--- config.mk ---
export PLATFORM = sky130hd
export DESIGN_NAME = tap_scan_port
export DESIGN_NICKNAME = d
export VERILOG_FILES = /design/src/rtl/tap_scan_port.sv
export SDC_FILE = /design/constraint.sdc
export NUM_CORES = 1
export LEC_CHECK = 0
export ABC_AREA = 1
export CORE_MARGIN = 8
export CORE_UTILIZATION = 51
export DETAILED_ROUTE_END_ITERATION = 10
export GPL_TIMING_DRIVEN = 0
export PLACE_DENSITY = 0.72
export SETUP_SLACK_MARGIN = 0.15
export SLEW_MARGIN = 20
export SYNTH_ARGS = -nofsm -noshare
export SYNTH_HDL_FRONTEND = slang
export SYNTH_SLANG_ARGS = --single-unit
--- constraint.sdc ---
create_clock -name tck -period 1.75 [get_ports tck]
set_clock_uncertainty 0.2 [all_clocks]
set_input_delay 0.35 -clock tck [delete_from_list [all_inputs] [get_ports tck]]
set_output_delay 0.35 -clock tck [all_outputs]
set_load 0.01 [all_outputs]
--- src/rtl/tap_scan_port.sv ---
module tap_scan_port #(
  parameter int          BSR_LEN = 8,
  parameter logic [31:0] ID_WORD = 32'h149A0001
) (
  input  logic               tck,
  input  logic               por_n,
  input  logic               tms,
  input  logic               tdi,
  output logic               tdo,
  output logic               tdo_oe,
  input  logic [BSR_LEN-1:0] pins_in,
  output logic [BSR_LEN-1:0] bsr_q,
  output logic               extest_en,
  output logic               bsr_capture,
  output logic               bsr_update,
  output logic               core_scan_en,
  output logic               core_scan_in,
  input  logic               core_scan_out
);

  localparam int          IRW        = 4;
  localparam logic [IRW-1:0] OP_EXTEST = 4'b0000;
  localparam logic [IRW-1:0] OP_IDCODE = 4'b0001;
  localparam logic [IRW-1:0] OP_SAMPLE = 4'b0010;
  localparam logic [IRW-1:0] OP_CORE   = 4'b1000;
  localparam logic [IRW-1:0] OP_BYPASS = 4'b1111;
  localparam logic [IRW-1:0] IR_CAPT   = 4'b0001;

  typedef enum logic [3:0] {
    TLR, IDLE, SEL_DR, CAP_DR, SH_DR, EX1_DR, PA_DR, EX2_DR, UPD_DR,
    SEL_IR, CAP_IR, SH_IR, EX1_IR, PA_IR, EX2_IR, UPD_IR
  } tap_st_e;

  typedef enum logic [1:0] {DR_BYP, DR_ID, DR_BSR, DR_CORE} dr_sel_e;

  tap_st_e state, nxt;
  dr_sel_e sel;

  logic [IRW-1:0]     ir_sh, ir_q;
  logic [31:0]        id_sh;
  logic [BSR_LEN-1:0] bsr_sh;
  logic               byp_q;
  logic               tdo_q, oe_q;

  always_comb begin
    case (state)
      TLR:     nxt = tms ? TLR    : IDLE;
      IDLE:    nxt = tms ? SEL_DR : IDLE;
      SEL_DR:  nxt = tms ? SEL_IR : CAP_DR;
      CAP_DR:  nxt = tms ? EX1_DR : SH_DR;
      SH_DR:   nxt = tms ? EX1_DR : SH_DR;
      EX1_DR:  nxt = tms ? UPD_DR : PA_DR;
      PA_DR:   nxt = tms ? EX2_DR : PA_DR;
      EX2_DR:  nxt = tms ? UPD_DR : SH_DR;
      UPD_DR:  nxt = tms ? SEL_DR : IDLE;
      SEL_IR:  nxt = tms ? TLR    : CAP_IR;
      CAP_IR:  nxt = tms ? EX1_IR : SH_IR;
      SH_IR:   nxt = tms ? EX1_IR : SH_IR;
      EX1_IR:  nxt = tms ? UPD_IR : PA_IR;
      PA_IR:   nxt = tms ? EX2_IR : PA_IR;
      EX2_IR:  nxt = tms ? UPD_IR : SH_IR;
      default: nxt = tms ? SEL_DR : IDLE;
    endcase
  end

  always_ff @(posedge tck or negedge por_n)
    if (!por_n) state <= TLR;
    else        state <= nxt;

  always_comb begin
    case (ir_q)
      OP_IDCODE:            sel = DR_ID;
      OP_SAMPLE, OP_EXTEST: sel = DR_BSR;
      OP_CORE:              sel = DR_CORE;
      default:              sel = DR_BYP;
    endcase
  end

  always_ff @(posedge tck or negedge por_n) begin
    if (!por_n) begin
      ir_sh  <= '0;
      id_sh  <= '0;
      bsr_sh <= '0;
      byp_q  <= 1'b0;
    end else begin
      if (state == CAP_IR)     ir_sh <= IR_CAPT;
      else if (state == SH_IR) ir_sh <= {tdi, ir_sh[IRW-1:1]};
      if (state == CAP_DR) begin
        if (sel == DR_ID)  id_sh  <= ID_WORD;
        if (sel == DR_BSR) bsr_sh <= pins_in;
        if (sel == DR_BYP) byp_q  <= 1'b0;
      end else if (state == SH_DR) begin
        if (sel == DR_ID)  id_sh  <= {tdi, id_sh[31:1]};
        if (sel == DR_BSR) bsr_sh <= {tdi, bsr_sh[BSR_LEN-1:1]};
        if (sel == DR_BYP) byp_q  <= tdi;
      end
    end
  end

  always_ff @(negedge tck or negedge por_n) begin
    if (!por_n) begin
      ir_q  <= OP_IDCODE;
      bsr_q <= '0;
      tdo_q <= 1'b0;
      oe_q  <= 1'b0;
    end else begin
      if (state == TLR)         ir_q <= OP_IDCODE;
      else if (state == UPD_IR) ir_q <= ir_sh;
      if (state == UPD_DR && sel == DR_BSR) bsr_q <= bsr_sh;
      oe_q <= (state == SH_IR) || (state == SH_DR);
      if (state == SH_IR) tdo_q <= ir_sh[0];
      else if (state == SH_DR)
        case (sel)
          DR_ID:   tdo_q <= id_sh[0];
          DR_BSR:  tdo_q <= bsr_sh[0];
          DR_CORE: tdo_q <= core_scan_out;
          default: tdo_q <= byp_q;
        endcase
      else tdo_q <= 1'b0;
    end
  end

  assign tdo          = tdo_q;
  assign tdo_oe       = oe_q;
  assign extest_en    = (ir_q == OP_EXTEST);
  assign bsr_capture  = (state == CAP_DR) && (sel == DR_BSR);
  assign bsr_update   = (state == UPD_DR) && (sel == DR_BSR);
  assign core_scan_en = (state == SH_DR) && (sel == DR_CORE);
  assign core_scan_in = tdi;

  a_r3_five_tms_reset: assert property (@(posedge tck) disable iff (!por_n)
    (tms && $past(tms) && $past(tms, 2) && $past(tms, 3) && $past(tms, 4)) |=> (state == TLR));

  a_r4_bypass_delay: assert property (@(posedge tck) disable iff (!por_n)
    (state == SH_DR && ir_q == OP_BYPASS && $past(state) == SH_DR) |-> (tdo == $past(tdi)));

  a_r7_scan_en_in_shift: assert property (@(posedge tck) disable iff (!por_n)
    core_scan_en |-> tdo_oe);

  a_r8_oe_in_shift_only: assert property (@(posedge tck) disable iff (!por_n)
    tdo_oe == ((state == SH_IR) || (state == SH_DR)));

  a_r9_ir_moves_in_update: assert property (@(posedge tck) disable iff (!por_n)
    !$stable(ir_q) |-> (state == UPD_IR || state == TLR));

  a_r9_bsr_moves_in_update: assert property (@(posedge tck) disable iff (!por_n)
    !$stable(bsr_q) |-> (state == UPD_DR));

endmodule

==> results by group <==
Logic synthesis
  – Count of flip-flops with a built-in enable after synthesis: 0
  – Post-synthesis cell area: a little under 0.003 mm^2
  – Area share of the largest cell type after synthesis: about two fifths
  – Synth Warn #: 0
  – Post-Synthesis Mean Instance Area: between 8 and 9 um^2
  – Most frequently used flop master after synthesis: dfrtp_1
  – Library cells used by synthesis: 30
  – Post-synth net total: ~360
  – Top cells by area in the synthesized netlist: dfrtp_1, nand2_1, dfrtn_1, o21ai_1, inv_1
  – Share of flip-flops with an asynchronous set or reset after synthesis: 100%
  – Post-Syn Instances: 350
  – Part of the Yosys area used for sequential elements: between 50% and 60%
  – Area leader, netlist: dfrtp_1
  – FF+latch count, synth: 63

Power
  – Peak ir drop on the vdd network: 0.000757 V
  – Leakage power total: just under 2 nW
  – Pwr per Cell Area: roughly 1600 mW/mm^2

Placed design
  – Gpl congestion: just over 0.9
  – Post-detailed-placement half-perimeter wirelength: about 4400 um
  – Placed Instances: between 400 and 500
  – Count of port buffers added during placement: 26

Drt
  – Total iterations of the first detailed-routing run: 5
  – Sum of routed wire length over all layers: around 8000 um
  – Post-detailed-route via-to-cell ratio: 5.32
  – Count of routing violations after the opening detailed-route iteration: approximately 140
  – Wire length per cell after detailed routing: about 16 um
  – Routed via count: between 2000 and 3000
  – Wire length on met1: about 3400 um
  – Met3 WL post-DR: approximately 440 um
  – Number of remaining DRC errors: 0
  – Highest Signal Layer: met4
  – Remaining antenna violation count: 0
  – Sum of met2 wire segment lengths after detailed routing: slightly below 4000 um

Clock network
  – Maximum clock path buffer count: 2
  – H-Tree Depth: 3
  – Total clock buffers created by CTS: 9
  – Hold buffers post-CTS: 1
  – Num Clock Sinks: 63
  – Root buffer cell: clkbuf_8
  – Clock-pin transition on the worst setup and hold timing paths: about 0.070 ns
  – Insertion delay of the later-clocked pin in the worst-skew pair: around 0.37 ns
  – Clock tree from TritonCTS: done

Finish
  – Layout filler cell count: 408
  – Area growth from synthesis to layout: 40.3%
  – Number of non-filler instances in the completed layout: approximately 510
  – Register area: 0.00158 mm^2
  – Antenna diode count: 0
  – Share of layout cells above drive strength 1: between 30% and 40%
  – Final core occ: approximately 74%
  – Final layout net count: ~450
  – Multi-input logic area: roughly 0.0013 mm^2

Setup path
  – Delay of the slowest cell on the worst path: about 0.56 ns
  – Data arrival at the endpoint of the critical path: between 2 and 2.5 ns
  – Standard cell with the maximum stage delay on the critical path: dfstp_2
  – Critical Path RT: between 1 and 1.5 ns
  – Startpoint kind of the worst setup timing path: flip-flop
  – Critical path's top delay family: flip-flops
  – Type of element capturing the critical path: output pin
  – Sequence of cells on the critical path: inv_4 > buf_4 > nand3_4 > nor2_1 > buf_2
  – Count of buffer and inverter cells on the critical path: 3
  – Highest fanout seen on the critical path: 3
  – Crit Path Category: reg -> out

Global routing
  – Total routing resource utilization after global routing: a little under a fifth
  – Largest net degree at the start of global routing: 40
  – Initial antenna violation count: 0
  – First-pass GRT wire length: around 13000 um
  – Via count of the first global-routing pass: approximately 2600
  – Sum of overflow across all layers after global routing: 0

Timing
  – RSZ-0062 raised after global routing: true
  – Worst slack on hold paths: -0.148 ns
  – Slew HR: 42.9%
  – Setup ws final: -1.08 ns
  – Total of endpoints with negative setup slack in the final report: 69
  – Final count of hold timing violations: 31
  – Final count of pins violating max slew: 0
  – Slew @ Worst Pin: 0.856 ns

Floorplan
  – Die Area: 0.00840 mm^2
  – Vertical die dimension: 91.7 um
  – Cell Rows: 27
  – Initial standard-cell utilization of the core: between 50 and 60%
  – Die width: 91.7 um
  – Placeable core region: around 0.0055 mm^2
  – Boundary Pins: 28

Outcome
  – Violated checks: hold timing, setup timing
  – Status: complete, but fails checks

Worst hold path
  – Hold Path Class: in -> async

Run
  – Number of violations of the max-capacitance limit: 0
==> what timing repair did <==
item	in CTS	in global routing
pin swaps	15	8
cloned	5	0
gates resized for setup	104	22
endpoints found under the hold margin	18	31
setup endpoints to repair	70	94
buffers inserted	34	7
==> cells by family (layout without fill, tap and decap cells) <==
logic type | count (synthesis) | in the layout | share of synthesized area [%]
buffers and inverters | 50 | 139 | 8.57
and+or+nand+nor | 163 | 164 | 23.3
DFF | 63 | 63 | 54.0
AOI/OAI and AO/OA | 74 | 74 | 14.1
==> cell type report <==
cell class / count / share of cell area [%]
Inverter: 34 / 3.66
Tap cell: 72 / 2.20
Clock inverter: 5 / 1.25
Timing Repair Buffer: 73 / 15.2
Clock buffer: 12 / 3.30
Multi-Input combinational cell: 238 / 32.1
Buffer: 15 / 3.63
Sequential cell: 63 / 38.6
==> path summary, 6_finish.rpt <==
kind / start / endpoint / slack [ns] / cells after the start
setup / recovery: ir_q[0]$_DFFE_NN1P_ / core_scan_en / -1.08 / 5
hold / removal: por_n / state[1]$_DFF_PN0_ / -0.15 / 2
setup reg to reg: ir_q[0]$_DFFE_NN1P_ / id_sh[10]$_DFFE_PN0P_ / -1.02 / 10
hold reg to reg: bsr_q[4]$_DFFE_NN0P_ / bsr_q[4]$_DFFE_NN0P_ / 0.23 / 2
max in group asynchronous: por_n / bsr_q[2]$_DFFE_NN0P_ / 0.50 / 2
min in group tck: tms / state[2]$_DFF_PN0_ / 0.23 / 3
==> Yosys cell counts, types with 3 or more instances <==
library cell and instances:
inv_1 31, dfrtn_1 13, nand2_2 9, a21oi_1 4, dfrtp_1 49, buf_2 3, o21ai_2 4, inv_2 3
o22ai_1 5, nand2_1 110, nand3_1 8, buf_4 8, nor2_1 27, o21ai_1 50, o21ai_0 7
==> routing by layer <==
| metal | track usage (%) | vias to the layer above |
|---|---|---|
| met5 | 0 | - |
| met4 | 6.96 | 0 |
| met3 | 4.89 | 23 |
| met2 | 30.5 | 102 |
| met1 | 22.7 | 1316 |
| li1 | - | 1282 |
==> sequential cells by signal, summed over array words and instances (netlist names) <==
name and cells:
tdo_oe 1, tdo 1, ir_sh 4, state 4, byp_q 1, id_sh 32
bsr_q 8, ir_q 4, bsr_sh 8
==> through the flow <==
stage	setup slack [ns]	total power [mW]	hold slack (ns)	cell area, um^2	setup TNS (ns)
global route	-1.11	7.00	-0.128	4100	-58.77
CTS	-1.06	6.32	-0.135	3970	-53.06
finish	-1.08	6.61	-0.148	4100	-56.17
detailed placement	-1.36	4.52	0.0763	3370	-45.50
global placement	-2.68	4.47	0.235	3350	-176.09
floorplan	-0.681	3.87	-0.146	3000	-30.97
==> layout by cell type, fill, tap and decap left out, types with 2 or more instances in the layout <==
cell type        Yosys  routed
nand4_1              2       2
nor2_4               0       8
buf_4                8      34
dfrtp_1             49      46
nand3_4              0       2
inv_1               31      23
nand3_1              8       7
buf_6                2      22
clkinv_2             0       2
dfrtn_1             13      13
o21ai_2              4       8
nor2_2               2       3
dfrtp_2              0       3
nor2_1              27      18
o21ai_0              7       2
buf_2                3      15
o22ai_2              0       3
nand2_2              9      10
clkbuf_1             1       4
nand2_4              2       7
nand2_1            110     102
buf_12               0       2
inv_4                1       7
clkbuf_8             0       9
o22ai_1              5       2
buf_8                1       2
inv_2                3       4
a21oi_1              4       3
clkdlybuf4s50_1      0       9
o21ai_1             50      50
nand2_8              0       3
==> power by group <==
group / switching, mW / internal, mW / total [mW] / leakage (nW)
Clock: 0.567 / 0.658 / 1.22 / 0.0957
Combinational: 1.78 / 1.38 / 3.17 / 1.08
Sequential: 0.259 / 1.96 / 2.22 / 0.815
Total: 2.61 / 4.00 / 6.61 / 1.99
Note: power is estimated with default switching activity, not from simulation.
